<file path="src/rtl/dist_pkg.sv">
package dist_pkg;
    typedef enum logic [1:0] {
        SL_IDLE,
        SL_WAIT,
        SL_SERVE,
        SL_DRAIN
    } slot_st_e;

    typedef enum logic [1:0] {
        SQ_IDLE,
        SQ_RUN,
        SQ_DONE
    } seq_st_e;

    typedef struct packed {
        slot_st_e st;
    } slot_regs_t;

    typedef struct packed {
        seq_st_e st;
    } seq_regs_t;
endpackage

</file>
<file path="src/rtl/dist_slot.sv">
module dist_slot
    import dist_pkg::*;
#(
    parameter bit HAS_CONSUMER = 1'b1
) (
    input  logic clk,
    input  logic rst_n,
    input  logic take_i,
    input  logic res_req_i,
    input  logic op_ack_i,
    output logic res_ack_o,
    output logic op_req_o,
    output logic active_o,
    output logic finish_o
);
    slot_regs_t r_d, r_q;
    logic cons_done;
    logic may_raise;

    assign cons_done = HAS_CONSUMER ? op_ack_i : 1'b1;
    assign may_raise = HAS_CONSUMER ? !op_ack_i : 1'b1;

    always_comb begin
        r_d      = r_q;
        finish_o = 1'b0;
        case (r_q.st)
            SL_IDLE: begin
                if (take_i) r_d.st = SL_WAIT;
            end
            SL_WAIT: begin
                if (res_req_i && may_raise) r_d.st = SL_SERVE;
            end
            SL_SERVE: begin
                if (cons_done) begin
                    if (!res_req_i) begin
                        r_d.st   = SL_IDLE;
                        finish_o = 1'b1;
                    end else begin
                        r_d.st = SL_DRAIN;
                    end
                end
            end
            SL_DRAIN: begin
                if (!res_req_i) begin
                    r_d.st   = SL_IDLE;
                    finish_o = 1'b1;
                end
            end
            default: r_d.st = SL_IDLE;
        endcase
    end

    always_ff @(posedge clk or negedge rst_n) begin
        if (!rst_n) r_q.st <= SL_IDLE;
        else        r_q <= r_d;
    end

    assign res_ack_o = (r_q.st == SL_SERVE);
    assign op_req_o  = HAS_CONSUMER && ((r_q.st == SL_SERVE) || (r_q.st == SL_DRAIN));
    assign active_o  = (r_q.st != SL_IDLE);

    generate
        if (HAS_CONSUMER) begin : g_cons_chk

            hold_chk: assert property (@(posedge clk) disable iff (!rst_n)
                (res_ack_o && !op_ack_i) |=> (res_ack_o && op_req_o));

            release_chk: assert property (@(posedge clk) disable iff (!rst_n)
                (res_ack_o && op_ack_i) |=> !res_ack_o);

            drop_chk: assert property (@(posedge clk) disable iff (!rst_n)
                (op_req_o && !res_ack_o && !res_req_i) |=> !op_req_o);
        end else begin : g_stub_chk

            stub_pulse_chk: assert property (@(posedge clk) disable iff (!rst_n)
                res_ack_o |=> !res_ack_o);
        end
    endgenerate
endmodule

</file>
<file path="src/rtl/dist_seq.sv">
module dist_seq
    import dist_pkg::*;
(
    input  logic clk,
    input  logic rst_n,
    input  logic start_i,
    input  logic last_finish_i,
    output logic launch_o,
    output logic done_o
);
    seq_regs_t s_d, s_q;

    always_comb begin
        s_d      = s_q;
        launch_o = 1'b0;
        case (s_q.st)
            SQ_IDLE: begin
                if (start_i) begin
                    s_d.st   = SQ_RUN;
                    launch_o = 1'b1;
                end
            end
            SQ_RUN: begin
                if (last_finish_i) s_d.st = SQ_DONE;
            end
            SQ_DONE: begin
                if (!start_i) s_d.st = SQ_IDLE;
            end
            default: s_d.st = SQ_IDLE;
        endcase
    end

    always_ff @(posedge clk or negedge rst_n) begin
        if (!rst_n) s_q.st <= SQ_IDLE;
        else        s_q <= s_d;
    end

    assign done_o = (s_q.st == SQ_DONE);


    done_fall_chk: assert property (@(posedge clk) disable iff (!rst_n)
        $fell(done_o) |-> !$past(start_i));

    done_rise_chk: assert property (@(posedge clk) disable iff (!rst_n)
        $rose(done_o) |-> $past(last_finish_i));
endmodule

</file>
<file path="src/rtl/result_distributor.sv">
module result_distributor #(
    parameter int                 N_SLOTS       = 4,
    parameter logic [N_SLOTS-1:0] CONSUMED_MASK = 4'b1011
) (
    input  logic               clk,
    input  logic               rst_n,
    input  logic               start_i,
    output logic               done_o,
    input  logic               res_req_i,
    output logic               res_ack_o,
    output logic [N_SLOTS-1:0] op_req_o,
    input  logic [N_SLOTS-1:0] op_ack_i
);
    localparam int LAST = N_SLOTS - 1;

    logic               launch;
    logic [N_SLOTS-1:0] take;
    logic [N_SLOTS-1:0] finish;
    logic [N_SLOTS-1:0] acks;
    logic [N_SLOTS-1:0] active;

    dist_seq u_seq (
        .clk          (clk),
        .rst_n        (rst_n),
        .start_i      (start_i),
        .last_finish_i(finish[LAST]),
        .launch_o     (launch),
        .done_o       (done_o)
    );

    genvar k;
    generate
        for (k = 0; k < N_SLOTS; k++) begin : g_slot
            if (k == 0) begin : g_head
                assign take[k] = launch;
            end else begin : g_link
                assign take[k] = finish[k-1];
            end
            dist_slot #(.HAS_CONSUMER(CONSUMED_MASK[k])) u_slot (
                .clk      (clk),
                .rst_n    (rst_n),
                .take_i   (take[k]),
                .res_req_i(res_req_i),
                .op_ack_i (op_ack_i[k]),
                .res_ack_o(acks[k]),
                .op_req_o (op_req_o[k]),
                .active_o (active[k]),
                .finish_o (finish[k])
            );
        end
    endgenerate

    assign res_ack_o = |acks;


    token_chk: assert property (@(posedge clk) disable iff (!rst_n)
        $onehot0(active));

    ack_cause_chk: assert property (@(posedge clk) disable iff (!rst_n)
        $rose(res_ack_o) |-> $past(res_req_i));

    quiet_when_done_chk: assert property (@(posedge clk) disable iff (!rst_n)
        done_o |-> (!res_ack_o && (op_req_o == '0)));
endmodule

</file>
<file path="config.mk">
export PLATFORM = sky130hd
export DESIGN_NAME = result_distributor
export DESIGN_NICKNAME = d
export VERILOG_FILES = /design/src/rtl/dist_pkg.sv /design/src/rtl/dist_slot.sv /design/src/rtl/dist_seq.sv /design/src/rtl/result_distributor.sv
export SDC_FILE = /design/constraint.sdc
export NUM_CORES = 1
export LEC_CHECK = 0
export BUFFER_PORTS_ARGS = -buffer_cell sky130_fd_sc_hd__buf_2
export CAP_MARGIN = 20
export CORE_MARGIN = 2
export CORE_UTILIZATION = 40
export CTS_CLUSTER_SIZE = 28
export DETAILED_ROUTE_END_ITERATION = 6
export PLACE_DENSITY = 0.63
export SLEW_MARGIN = 20
export SYNTH_ARGS = -nofsm -noshare
export SYNTH_HDL_FRONTEND = slang
export SYNTH_SLANG_ARGS = --single-unit
</file>
<file path="constraint.sdc">
create_clock -name clk -period 1.3 [get_ports clk]
set_clock_uncertainty 0.1 [all_clocks]
set_input_delay 0.325 -clock clk [delete_from_list [all_inputs] [get_ports clk]]
set_output_delay 0.325 -clock clk [all_outputs]
set_load 0.005 [all_outputs]
</file>
=== After elaboration in Yosys (flattened, before gate mapping) ===
Cells that the tools add are included.

* Logic and storage cells: 89
* Register bits after elaboration: 10
* Output and inout port bits: 6
* Input port bits: 8

* Mux-type cells: 31
* Eq/ne operators: 32
* Reductions and logical operators: 21

{| class="wikitable"
|+ Operator list
! operator !! count
|-
| two-way mux 2 bit || 16
|-
| case mux 2 bit (4 select lines) || 4
|-
| != test 2 bit (second input constant) || 13
|-
| == test 2 bit (second input constant) || 9
|-
| AND reduction 4 bit || 3
|-
| == test 2 x 1 -> 1 bit (second input constant) || 5
|-
| zero test 2 bit || 5
|-
| != test 2 x 1 -> 1 bit (second input constant) || 5
|-
| two-way mux 1 bit || 7
|-
| case mux 1 bit (2 select lines) || 3
|-
| case mux 2 bit (3 select lines) || 1
|-
| AND reduction 3 bit || 2
|-
| OR reduction 4 bit || 1
|-
| logical AND 1 bit || 3
|-
| zero test 1 bit || 3
|-
| logical OR 1 bit || 3
|-
| OR reduction 2 bit || 1
|}

=== Longest topological paths before layout ===
* Depth after elaboration: 5
* Gate-level depth with buffers: 4

=== By module ===
From an unflattened synthesis, not the netlist that was laid out.

* Cells, all modules: 61
* Area total of the unflattened synthesis: 575.6 um^2

{| class="wikitable"
|+ Modules (own cells, without submodules)
! module !! sequential area each (um^2) !! area each (um^2) !! times used !! cells an instance
|-
| dist_slot (g_slot[0].u_slot ...) || 50.0 || 120.1 || 3 || 13
|-
| dist_slot (g_slot[2].u_slot) || 50.0 || 108.9 || 1 || 12
|-
| dist_seq || 50.0 || 98.8 || 1 || 9
|-
| result_distributor || 0.0 || 7.5 || 1 || 1
|}

=== Worst setup path before layout ===
No wires, ideal clock.

* Path type: reg-to-reg
* Start: register g_slot[0].u_slot.r_q[0] in the netlist's numbering
* End: register g_slot[1].u_slot.r_q[0] in the netlist's numbering
* Setup time: 129 ps
* Data arrival time: 861 ps
* Buffers on the path: 0
* Period minus slack after synthesis: 1,090 ps
* Path slack: 210 ps
* Cell stages (with the launch flop): 4
* Cells stage by stage: dfrtp_1 > or2_0 > a31oi_1 > o32ai_2

* Cells in the longest elaborated chain, start to end: 4

{| class="wikitable"
|+ RTL lines
! item !! RTL line !! RTL
|-
| start: declaration || dist_slot.sv:16 || <nowiki>slot_regs_t r_d, r_q;</nowiki>
|-
| start signal: assignment || dist_slot.sv:55 || <nowiki>else r_q <= r_d;</nowiki>
|-
| == test 2 bit || dist_slot.sv:26 || <nowiki>case (r_q.st)</nowiki>
|-
| case mux 1 bit (2 select lines) * || dist_slot.sv:26 ||
|-
| != test 2 bit (no source line) * || - ||
|-
| AND reduction 4 bit (no source line) * || - ||
|-
| end signal: assignment || dist_slot.sv:55 ||
|-
| end: declaration || dist_slot.sv:16 ||
|}

Mark *: on every way between the ends. The rest lies on a longest branch, timed or not.
A chain may end at the register's enable or synchronous reset.

=== Worst setup path after layout ===
* Start: register g_slot[0].u_slot.r_q[1] in the netlist's numbering
* End: output res_ack_o

* Cells in the longest elaborated chain, start to end: 2

{| class="wikitable"
|+ RTL lines
! item !! RTL line !! RTL
|-
| == test 2 bit || dist_slot.sv:58 || <nowiki>assign res_ack_o = (r_q.st == SL_SERVE);</nowiki>
|-
| OR reduction 4 bit || result_distributor.sv:53 || <nowiki>assign res_ack_o = |acks;</nowiki>
|-
| end: declaration || result_distributor.sv:10 || <nowiki>output logic res_ack_o,</nowiki>
|}

No other way between the ends.

==> Flow_metrics.wiki <==
{| class="wikitable"
! Metric !! Value
|-
| Global-route wire length before repair || 1800 µm
|-
| Top-level I/O count || 14
|-
| Instance count along the most critical hold path || 2
|-
| Final-report max-slew violation count || 0
|-
| Internal Dissipation || 1.23 mW
|-
| Via count || 496
|-
| Per-instance average area after synthesis || 9.22 µm²
|-
| Final global-route overflow total || 0
|-
| Final setup slack of the worst path || -0.136 ns
|-
| Post-synthesis instance area || 581 µm²
|-
| Part of the power in registers || 0.296
|-
| Maximum count of clock buffers along a single path || 2
|-
| Antenna violations before repair || 0
|-
| Number of hold-slack violations in the final timing report || 0
|-
| First-pass iteration count of the detailed router || 2
|-
| Post-route setup TNS || -0.360 ns
|-
| CP endpoint kind || output pin
|-
| RSZ-0062 raised after global routing || yes
|-
| Worst r2r src || g_slot[3].u_slot.r_q[1]
|-
| Beginning of the worst hold path || op_ack_i[3]
|-
| Number of clock sinks || 10
|-
| Initial core utilization || 0.435
|-
| Worst Hold Class || input pin to register
|-
| Number of levels the H-tree was split into || 1
|-
| Wire per inst || 12.4 µm
|-
| Vias in the first global route || 445
|-
| CTS clk-pin slew, worst paths || 0.07 ns
|-
| Final worst-path cycle share || 1.10
|-
| GPL Wtd Cong || 0.707
|-
| Clock Latency Late Sink || 0.27 ns
|-
| Ant diodes || 0
|-
| Switching share of power || 0.330
|-
| Run status || finished with violations
|-
| Switching power total || 0.607 mW
|-
| Worst R2R Setup Slack || 0.02 ns
|-
| Mapped Cells || 63
|-
| Proportion of synthesized chip area in sequential cells || 0.431
|-
| End point of the most critical hold path || g_slot[3].u_slot.r_q[1]
|-
| Total wire length || 1250 µm
|-
| Via density || 4.91
|-
| Number of storage elements in the synthesis netlist || 10
|-
| Number of nets at the end of the flow || 95
|-
| Clock power share || 0.158
|-
| Die height || 42.1 µm
|-
| Std-Cell Core Area || 0.00133 mm²
|-
| Detail Route Antenna Nets || 0
|-
| Synth Net Count || 71
|-
| Part of the power in combinational logic || 0.547
|-
| Total half-perimeter wirelength after legalization and detailed placement || 738 µm
|-
| Pin count of the biggest net entering global routing || 11
|-
| WS Path Type || register to output pin
|-
| Max-cap violations || 0
|-
| Final setup fails || 5
|-
| Share of Yosys cell area claimed by the top area cell type || 0.431
|-
| Share of post-route cells with drive strength above 1 || 0.477
|-
| Number of remaining DRC errors || 0
|-
| Die X || 42.1 µm
|-
| Warnings, synthesis || 0
|-
| Req. time, crit path || 0.88 ns
|-
| Port bufs || 11
|-
| Critical Path Source Type || register
|-
| Final worst path period need || 1.44 ns
|-
| IR drop worst, VDD || 1.02 mV
|-
| Arr. time, crit path || 1.01 ns
|-
| Synth area leaders || dfrtp_1 43%, o32ai_2 5.6%, buf_4 5.2%
|-
| GRT Overall Usage || 0.141
|-
| Die area || 0.00177 mm²
|-
| CTS buffer count || 3
|-
| DRT iter0 DRCs || 10
|-
| End of the worst register-to-register path || g_slot[3].u_slot.r_q[0]
|-
| Cell Pwr Density || 2210 mW/mm²
|-
| Post-Layout Cell Count || 101
|-
| Highest achievable clock rate || 697 MHz
|-
| Violations in the final reports || setup timing
|-
| Area growth from synthesis to final layout || 43.1%
|-
| Worst-path maximum fanout || 2
|-
| P_leak || 0.412 nW
|-
| R2r worst-path depth || 5
|-
| Master cell of the clock root buffer || clkbuf_4
|-
| CTS tree || built
|-
| Placed Instances || 83
|-
| Distinct cell type count of the synthesized netlist || 27
|-
| Area leader, netlist || dfrtp_1
|-
| Std-Cell Rows || 13
|}
[worst max-delay path by stage]
stage                            start                       to  slack, ns  cells after the start
5_1_grt        g_slot[0].u_slot.r_q[1]                res_ack_o      -0.18                      3
4_1_cts        g_slot[0].u_slot.r_q[1]                res_ack_o      -0.14                      3
3_3_place_gp   g_slot[3].u_slot.r_q[0]                res_ack_o       0.08                      3
3_5_place_dp   g_slot[3].u_slot.r_q[0]                res_ack_o       0.06                      3
6_report       g_slot[0].u_slot.r_q[1]                res_ack_o      -0.14                      3
2_1_floorplan  g_slot[0].u_slot.r_q[0]  g_slot[1].u_slot.r_q[0]       0.21                      3
[sequential cells by signal, indices dropped and copies added (netlist names)]
signal,flops
g_slot.u_slot.r_q,8
u_seq.s_q,2
[critical path: stages, from the launching register on]
cell and delay (ns):
dfrtp_1 0.41, nand2b_4 0.08, o2111ai_2 0.10, buf_2 0.14
[cell families (layout without fill, tap and decap cells)]
| logic type | after synthesis | after routing | synth area share |
|---|---|---|---|
| AOI/OAI and AO/OA | 16 | 16 | 0.224 |
| and+or+nand+nor | 24 | 24 | 0.207 |
| buffers and inverters | 11 | 34 | 0.114 |
| other | 1 | 1 | 0.00646 |
| adders and majority gates | 1 | 1 | 0.0172 |
| DFF | 10 | 10 | 0.431 |
[cells in the final DEF, fill, tap and decap left out, types with 2 or more instances in the layout]
| cell type | n |
|---|---|
| a21oi_1 | 2 |
| buf_2 | 9 |
| buf_4 | 12 |
| buf_6 | 4 |
| clkbuf_4 | 3 |
| dfrtp_1 | 10 |
| inv_1 | 2 |
| nand2_1 | 8 |
| nand2b_4 | 3 |
| nor2_1 | 7 |
| nor2b_1 | 2 |
| nor2b_4 | 2 |
| o21ai_0 | 2 |
| o21ai_1 | 2 |
| o32ai_2 | 2 |
[power groups by stage]
stage	clock (mW)	sequential, mW	combinational, mW
detailed placement	0	0.573	0.517
global placement	0	0.569	0.509
CTS	0.303	0.527	0.831
finish	0.290	0.543	1.00
floorplan	0	0.566	0.411
global route	0.318	0.556	1.09
[cells in the mapped netlist, drive strengths merged]
library cell	n
a31oi	1
buf	5
a22o	1
o21ai	4
clkbuf	3
nor2	7
or2	1
nand2	8
o31ai	1
nor2b	4
o2111ai	1
nand2b	3
o211a	1
o21a	1
inv	3
maj3	1
a21oi	2
o32ai	2
and2	1
a211oi	1
dfrtp	10
o22ai	1
conb	1
[through the flow]
step | worst slack [ns] | power [mW] | hold WS (ns) | area [µm²] | util
floorplan | 0.210 | 0.977 | -0.0706 | 581 | -
detailed placement | 0.0629 | 1.09 | 0.0996 | 617 | 0.462
finish | -0.136 | 1.84 | 0.195 | 831 | 0.623
global placement | 0.0777 | 1.08 | 0.0985 | 617 | 0.462
CTS | -0.143 | 1.66 | 0.179 | 769 | 0.577
global route | -0.185 | 1.96 | 0.185 | 831 | 0.623
[layer usage]
metal | GRT usage | part of all wire | up-vias
met5 | 0 | 0 | -
met4 | 0.113 | 0.030 | 0
met3 | 0.0388 | 0.044 | 5
met2 | 0.209 | 0.46 | 12
met1 | 0.170 | 0.47 | 226
li1 | - | - | 253
[layout make-up]
class,count,area (µm²)
tap,15,18.8
fill,112,503
clock buffer,4,36.3
inverter,3,13.8
multi-input combinational,42,302
sequential,10,250
timing repair buffer,27,210
[what timing repair did]
| item | 4_1_cts | 5_1_grt |
|---|---|---|
| hold buffers | 1 | 0 |
| gates resized for setup | 7 | 4 |
| pin swaps | 1 | 2 |
| setup buffers | 9 | 4 |
| endpoints found under the setup margin | 4 | 6 |
| endpoints found under the hold margin | 10 | 0 |
Power figures use the tool's default switching activity.
